==> src/rtl/gpio_pkg.sv <==
package gpio_pkg;
    localparam int BUS_W    = 32;
    localparam int MAX_PINS = 32;
    localparam int SEL_LSB  = 2;

    typedef enum logic [1:0] {
        TRIG_RISE  = 2'd0,
        TRIG_FALL  = 2'd1,
        TRIG_BOTH  = 2'd2,
        TRIG_LEVEL = 2'd3
    } trig_e;

    typedef enum logic [1:0] {
        REG_DATA = 2'd0,
        REG_DIR  = 2'd1,
        REG_MASK = 2'd2,
        REG_CAP  = 2'd3
    } reg_sel_e;

    typedef enum logic {
        BUS_IDLE = 1'b0,
        BUS_RESP = 1'b1
    } bus_st_e;
endpackage

==> src/rtl/gpio_sync.sv <==
module gpio_sync #(
    parameter int W      = 8,
    parameter int STAGES = 2
) (
    input  logic         clk,
    input  logic         rst_n,
    input  logic [W-1:0] d,
    output logic [W-1:0] q
);
    logic [W-1:0] stage_q [STAGES];

    for (genvar s = 0; s < STAGES; s++) begin : g_stage
        if (s == 0) begin : g_first
            always_ff @(posedge clk) begin
                if (!rst_n) stage_q[s] <= '0;
                else        stage_q[s] <= d;
            end
        end else begin : g_rest
            always_ff @(posedge clk) begin
                if (!rst_n) stage_q[s] <= '0;
                else        stage_q[s] <= stage_q[s-1];
            end
        end
    end

    assign q = stage_q[STAGES-1];
endmodule

==> src/rtl/gpio_edge_cap.sv <==
module gpio_edge_cap
    import gpio_pkg::*;
#(
    parameter int    W    = 8,
    parameter trig_e TRIG = TRIG_RISE
) (
    input  logic         clk,
    input  logic         rst_n,
    input  logic [W-1:0] lvl,
    input  logic         clr_en,
    input  logic [W-1:0] clr_mask,
    output logic [W-1:0] cap
);
    logic [W-1:0] prev_q;
    logic [W-1:0] hit;
    logic [W-1:0] cap_q;
    logic [W-1:0] clr_bits;

    always_ff @(posedge clk) begin
        if (!rst_n) prev_q <= '0;
        else        prev_q <= lvl;
    end

    if (TRIG == TRIG_RISE) begin : g_rise
        assign hit = lvl & ~prev_q;
    end else if (TRIG == TRIG_FALL) begin : g_fall
        assign hit = ~lvl & prev_q;
    end else if (TRIG == TRIG_BOTH) begin : g_both
        assign hit = lvl ^ prev_q;
    end else begin : g_level
        assign hit = '0;
    end

    assign clr_bits = clr_en ? clr_mask : '0;

    // a fresh edge wins over a clear aimed at the same bit
    always_ff @(posedge clk) begin
        if (!rst_n) cap_q <= '0;
        else        cap_q <= (cap_q & ~clr_bits) | hit;
    end

    assign cap = cap_q;
endmodule

==> src/rtl/gpio_regs.sv <==
module gpio_regs
    import gpio_pkg::*;
#(
    parameter int W      = 8,
    parameter int ADDR_W = 4
) (
    input  logic              clk,
    input  logic              rst_n,
    input  logic              bus_req,
    input  logic              bus_we,
    input  logic [ADDR_W-1:0] bus_addr,
    input  logic [BUS_W-1:0]  bus_wdata,
    output logic [BUS_W-1:0]  bus_rdata,
    output logic              bus_ready,
    input  logic [W-1:0]      lvl,
    input  logic [W-1:0]      cap,
    output logic [W-1:0]      data_q,
    output logic [W-1:0]      dir_q,
    output logic [W-1:0]      mask_q,
    output logic              cap_clr_en,
    output logic [W-1:0]      cap_clr_mask
);
    bus_st_e          state_q, state_nx;
    reg_sel_e         sel;
    logic             accept;
    logic [BUS_W-1:0] rd_word;
    logic [BUS_W-1:0] rdata_q;

    assign sel = reg_sel_e'(bus_addr[SEL_LSB+1:SEL_LSB]);

    // state register
    always_ff @(posedge clk) begin
        if (!rst_n) state_q <= BUS_IDLE;
        else        state_q <= state_nx;
    end

    // transitions: accept (IDLE->RESP), complete (RESP->IDLE)
    always_comb begin
        state_nx = state_q;
        unique case (state_q)
            BUS_IDLE: if (bus_req) state_nx = BUS_RESP;
            BUS_RESP: state_nx = BUS_IDLE;
        endcase
    end

    // outputs of the state machine
    always_comb begin
        accept    = 1'b0;
        bus_ready = 1'b0;
        unique case (state_q)
            BUS_IDLE: accept    = bus_req;
            BUS_RESP: bus_ready = 1'b1;
        endcase
    end

    assign cap_clr_en   = accept && bus_we && (sel == REG_CAP);
    assign cap_clr_mask = bus_wdata[W-1:0];

    always_ff @(posedge clk) begin
        if (!rst_n) begin
            data_q <= '0;
            dir_q  <= '0;
            mask_q <= '0;
        end else if (accept && bus_we) begin
            unique case (sel)
                REG_DATA: data_q <= bus_wdata[W-1:0];
                REG_DIR:  dir_q  <= bus_wdata[W-1:0];
                REG_MASK: mask_q <= bus_wdata[W-1:0];
                REG_CAP:  ;
            endcase
        end
    end

    always_comb begin
        rd_word = '0;
        unique case (sel)
            REG_DATA: rd_word[W-1:0] = lvl;
            REG_DIR:  rd_word[W-1:0] = dir_q;
            REG_MASK: rd_word[W-1:0] = mask_q;
            REG_CAP:  rd_word[W-1:0] = cap;
        endcase
    end

    always_ff @(posedge clk) begin
        if (!rst_n)      rdata_q <= '0;
        else if (accept) rdata_q <= rd_word;
    end

    assign bus_rdata = rdata_q;
endmodule

==> src/rtl/gpio_irq_bank.sv <==
module gpio_irq_bank
    import gpio_pkg::*;
#(
    parameter int    NUM_PINS = 8,
    parameter trig_e TRIG     = TRIG_RISE,
    parameter int    ADDR_W   = 4
) (
    input  logic                clk,
    input  logic                rst_n,
    input  logic                bus_req,
    input  logic                bus_we,
    input  logic [ADDR_W-1:0]   bus_addr,
    input  logic [31:0]         bus_wdata,
    output logic [31:0]         bus_rdata,
    output logic                bus_ready,
    input  logic [NUM_PINS-1:0] pin_in,
    output logic [NUM_PINS-1:0] pin_out,
    output logic [NUM_PINS-1:0] pin_oe,
    output logic                irq
);
    localparam int SYNC_STAGES = 2;

    logic [NUM_PINS-1:0] lvl_q;
    logic [NUM_PINS-1:0] cap_q;
    logic [NUM_PINS-1:0] data_q;
    logic [NUM_PINS-1:0] dir_q;
    logic [NUM_PINS-1:0] mask_q;
    logic [NUM_PINS-1:0] cap_clr_mask;
    logic                cap_clr_en;
    logic [NUM_PINS-1:0] irq_src;
    logic                irq_q;

    initial begin
        if (NUM_PINS < 1 || NUM_PINS > MAX_PINS)
            $error("NUM_PINS out of range");
        if (ADDR_W < 4)
            $error("ADDR_W too small");
    end

    gpio_sync #(.W(NUM_PINS), .STAGES(SYNC_STAGES)) u_sync (
        .clk (clk),
        .rst_n (rst_n),
        .d   (pin_in),
        .q   (lvl_q)
    );

    gpio_edge_cap #(.W(NUM_PINS), .TRIG(TRIG)) u_cap (
        .clk      (clk),
        .rst_n    (rst_n),
        .lvl      (lvl_q),
        .clr_en   (cap_clr_en),
        .clr_mask (cap_clr_mask),
        .cap      (cap_q)
    );

    gpio_regs #(.W(NUM_PINS), .ADDR_W(ADDR_W)) u_regs (
        .clk          (clk),
        .rst_n        (rst_n),
        .bus_req      (bus_req),
        .bus_we       (bus_we),
        .bus_addr     (bus_addr),
        .bus_wdata    (bus_wdata),
        .bus_rdata    (bus_rdata),
        .bus_ready    (bus_ready),
        .lvl          (lvl_q),
        .cap          (cap_q),
        .data_q       (data_q),
        .dir_q        (dir_q),
        .mask_q       (mask_q),
        .cap_clr_en   (cap_clr_en),
        .cap_clr_mask (cap_clr_mask)
    );

    if (TRIG == TRIG_LEVEL) begin : g_lvl_src
        assign irq_src = lvl_q & mask_q;
    end else begin : g_edge_src
        assign irq_src = cap_q & mask_q;
    end

    always_ff @(posedge clk) begin
        if (!rst_n) irq_q <= 1'b0;
        else        irq_q <= |irq_src;
    end

    assign irq     = irq_q;
    assign pin_out = data_q;
    assign pin_oe  = dir_q;
endmodule

==> config.mk <==
export PLATFORM = sky130hd
export DESIGN_NAME = gpio_irq_bank
export DESIGN_NICKNAME = d
export VERILOG_FILES = /design/src/rtl/gpio_pkg.sv /design/src/rtl/gpio_sync.sv /design/src/rtl/gpio_edge_cap.sv /design/src/rtl/gpio_regs.sv /design/src/rtl/gpio_irq_bank.sv
export SDC_FILE = /design/constraint.sdc
export NUM_CORES = 1
export LEC_CHECK = 0
export BUFFER_PORTS_ARGS = -buffer_cell sky130_fd_sc_hd__clkbuf_2
export CORE_ASPECT_RATIO = 0.6
export CORE_UTILIZATION = 35
export CTS_CLUSTER_DIAMETER = 30
export DETAILED_ROUTE_END_ITERATION = 16
export GPL_TIMING_DRIVEN = 0
export PLACE_DENSITY = 0.59
export SLEW_MARGIN = 40
export SYNTH_ARGS = -nofsm -noshare
export SYNTH_HDL_FRONTEND = slang
export SYNTH_SLANG_ARGS = --single-unit
==> constraint.sdc <==
create_clock -name clk -period 3.4 [get_ports clk]
set_clock_uncertainty 0.15 [all_clocks]
set_input_delay 0.17 -clock clk [delete_from_list [all_inputs] [get_ports clk]]
set_output_delay 0.17 -clock clk [all_outputs]
set_load 0.005 [all_outputs]
==> results.sh <==
export IMPL_status="finished, final reports clean"
export IMPL_cp_top_family="buffers and inverters"
export IMPL_place_gp_congestion=0.830
export IMPL_grt_pass1_wl_um=10300
export IMPL_period_needed_ns=1.69
export IMPL_cts_clk_slew_worst_paths_ns=0.05
export IMPL_arrival_ns=1.79
export IMPL_rows=24
export IMPL_holdPathStages=3
export IMPL_fp_dieW_um=114
export IMPL_cts_tree="yes"
export IMPL_drive_gt1_frac=0.270
export IMPL_placed_cell_area_mm2=0.00310
export IMPL_rsz0062_at_grt="false"
export IMPL_grt_pass1_vias=1949
export IMPL_syn_area_mm2=0.00265
export IMPL_grt_met2_usage=0.257
export IMPL_h_tree_depth=3
export IMPL_place_hpwl_um=4660
export IMPL_worst_pin_slew_ns=0.594
export IMPL_cts_sinks=66
export IMPL_r2r_end="u_regs.data_q[4]"
export IMPL_syn_to_final_growth_pct=30.6
export IMPL_cts_resized_gates=0
export IMPL_initial_utilization=0.363
export IMPL_crit_path_cell_trace="nand2b_1 -> buf_2 -> nor4b_2 -> buf_4 -> mux2i_1"
export IMPL_report_final_slew_viol_count=0
export IMPL_vias=2024
export IMPL_die_h_um=69.4
export IMPL_p_total_mw=1.83
export IMPL_relSlewSlack=0.604
export IMPL_grt_overflow_total=0
export IMPL_required_ns=3.50
export IMPL_slowest_delay_ns=0.34
export IMPL_design_die_area_mm2=0.00793
export IMPL_cts_setup_buffers=0
export IMPL_ys_types=24
export IMPL_grt_max_degree=11
export IMPL_path_max_fanout=10
export IMPL_netlist_instances=259
export IMPL_stdcell_count=456
export IMPL_hold_end="u_regs.mask_q[2]"
export IMPL_layout_nets=395
export IMPL_postLayoutCoreUtil=0.474
export IMPL_fin_tns_setup_ns=0
export IMPL_maxCapViolations=0
export IMPL_yosys_warnings=0
export IMPL_reg2reg_slack_ns=1.71
export IMPL_synth_top_cell_area_share=0.499
export IMPL_groute_layer_met3_usage=0.0682
export IMPL_fmax_mhz=592
export IMPL_r2r_cells=5
export IMPL_antenna_found_initial=0
export IMPL_ant_nets=0
export IMPL_hold_viol=0
export IMPL_use_met1=0.255
export IMPL_cp_num_buf_inv=2
export IMPL_critPathKind="reg2reg"
export IMPL_fin_area_mm2=0.00346
export IMPL_min_from="bus_wdata[2]"
export IMPL_drtIter0Drc=65
export IMPL_grt_total_usage=0.181
export IMPL_numPortBuffers=46
export IMPL_totalWireLength_um=6640
export IMPL_worstHoldPathType="in2reg"
export IMPL_endpoint_kind="flip-flop"
export IMPL_ios=98
export IMPL_synthTopCellsByArea="dfxtp_1 (50%), mux2i_1 (15%), buf_4 (7.1%), and2_1 (5.7%), nand2_1 (4.5%)"
export IMPL_placed_cells=432
export IMPL_route_detailed_drc=0
export IMPL_synth_seq_cells=66
export IMPL_wire_per_inst_um=14.6
export IMPL_hold_ws_ns=0.0176
export IMPL_ir_worst_vdd_mv=0.217
export IMPL_crit_slowest_cell="dfxtp_1"
export IMPL_setup_viol=0
export IMPL_cts_root_buf="clkbuf_16"
export IMPL_syn_avg_cell_area_um2=10.2
export IMPL_synth_top_area_cell="dfxtp_1"
export IMPL_p_per_area_mw_per_mm2=528
export IMPL_worst_slack_ns=1.71
export IMPL_leakage_nw=1.57
export IMPL_cts_buffers_inserted=9
export IMPL_fin_crit_sh=0.497
export IMPL_antennaDiodeCount=0
export IMPL_cts_buffer_depth=2
export IMPL_drt_pass1_iterations=4
export IMPL_critPathLaunchType="flip-flop"
export IMPL_clock_latency_ns=0.33
export IMPL_ys_seq_area_frac=0.499
export IMPL_busiest_layer="met2"
export IMPL_vias_per_cell=4.44
export IMPL_dp_slack_ns=1.71
export IMPL_core_area_mm2=0.00730
export IMPL_reg2reg_from="u_regs.state_q"
[report_power, final]
group	switching (mW)	internal (mW)	total, mW
clock	0.317	0.551	0.868
sequential	0.0135	0.800	0.813
combinational	0.0756	0.0702	0.146
total	0.406	1.42	1.83
[synth_stat cells]
cell type	number
a22o_1	8
a22oi_1	4
a31oi_1	8
a41oi_1	1
and2_1	24
and4b_1	1
buf_2	5
buf_4	25
buf_6	3
clkbuf_1	8
conb_1	1
dfxtp_1	66
inv_1	9
mux2i_1	40
nand2_1	32
nand2b_1	1
nand3_1	9
nand4b_1	1
nor2_1	1
nor2b_1	1
nor2b_4	1
nor4b_2	1
o221ai_1	8
or3_1	1
[worst min-delay path, delay by kind of cell]
family        cells  cell delay, ns
buf+inv           1            0.10
mux               1            0.07
simple gates      1            0.10
[cells by family (layout without fill, tap and decap cells)]
group,after synthesis,count (layout),synth area share
and+or+nand+nor,73,73,0.145
DFF,66,66,0.499
buffers and inverters,50,120,0.117
muxes,40,40,0.151
AOI/OAI and AO/OA,29,29,0.0864
other,1,24,0.00142
[sequential cells by signal (all words and copies together) (netlist names)]
| signal | count |
|---|---|
| u_sync.stage_q | 16 |
| u_cap.cap | 8 |
| u_cap.prev_q | 8 |
| u_regs.bus_rdata | 8 |
| u_regs.data_q | 8 |
| u_regs.dir_q | 8 |
| u_regs.mask_q | 8 |
| irq | 1 |
| u_regs.state_q | 1 |
[final cells by class]
class,count,area (um2)
Buffer,41,277
Clock buffer,14,274
Clock inverter,2,10.0
Fill cell,704,3840
Inverter,9,33.8
Multi-Input combinational cell,166,1100
Sequential cell,66,1320
Tap cell,104,130
Timing Repair Buffer,54,310
[placed cells by master, fill, tap and decap left out, types with 2 or more instances in the layout]
cell type       n
dfxtp_1        66
clkbuf_2       46
mux2i_1        40
nand2_1        32
buf_4          25
and2_1         24
conb_1         24
clkbuf_1       10
inv_1           9
nand3_1         9
clkbuf_16       9
o221ai_1        8
a31oi_1         8
a22o_1          8
dlygate4sd3_1   8
buf_2           5
a22oi_1         4
buf_6           3
clkbuf_8        3
clkinv_2        2
[how the worst max path moves through the flow]
stage | start | endpoint | slack, ns | cells after the start
6_report | u_regs.state_q | u_regs.data_q[4] | 1.71 | 5
5_1_grt | u_regs.state_q | u_regs.data_q[2] | 1.61 | 5
4_1_cts | u_regs.state_q | u_regs.data_q[4] | 1.71 | 5
3_5_place_dp | rst_n | u_regs.bus_rdata[3] | 1.71 | 4
3_3_place_gp | rst_n | u_regs.bus_rdata[5] | 1.69 | 4
2_1_floorplan | u_regs.state_q | u_regs.data_q[0] | 1.95 | 5
[repair_timing]
action	CTS	global route
hold endpoints to repair	8	0
endpoints found under the setup margin	0	0
hold buffers	8	0
[layer usage]
layer | vias to the layer above | part of all wire | wire, um
met1 | 933 | 0.52 | 3460
li1 | 1019 | - | -
met4 | 0 | 0.0089 | 59
met3 | 5 | 0.063 | 421
met2 | 67 | 0.41 | 2700
met5 | - | 0 | 0
Power figures use the tool's default switching activity.
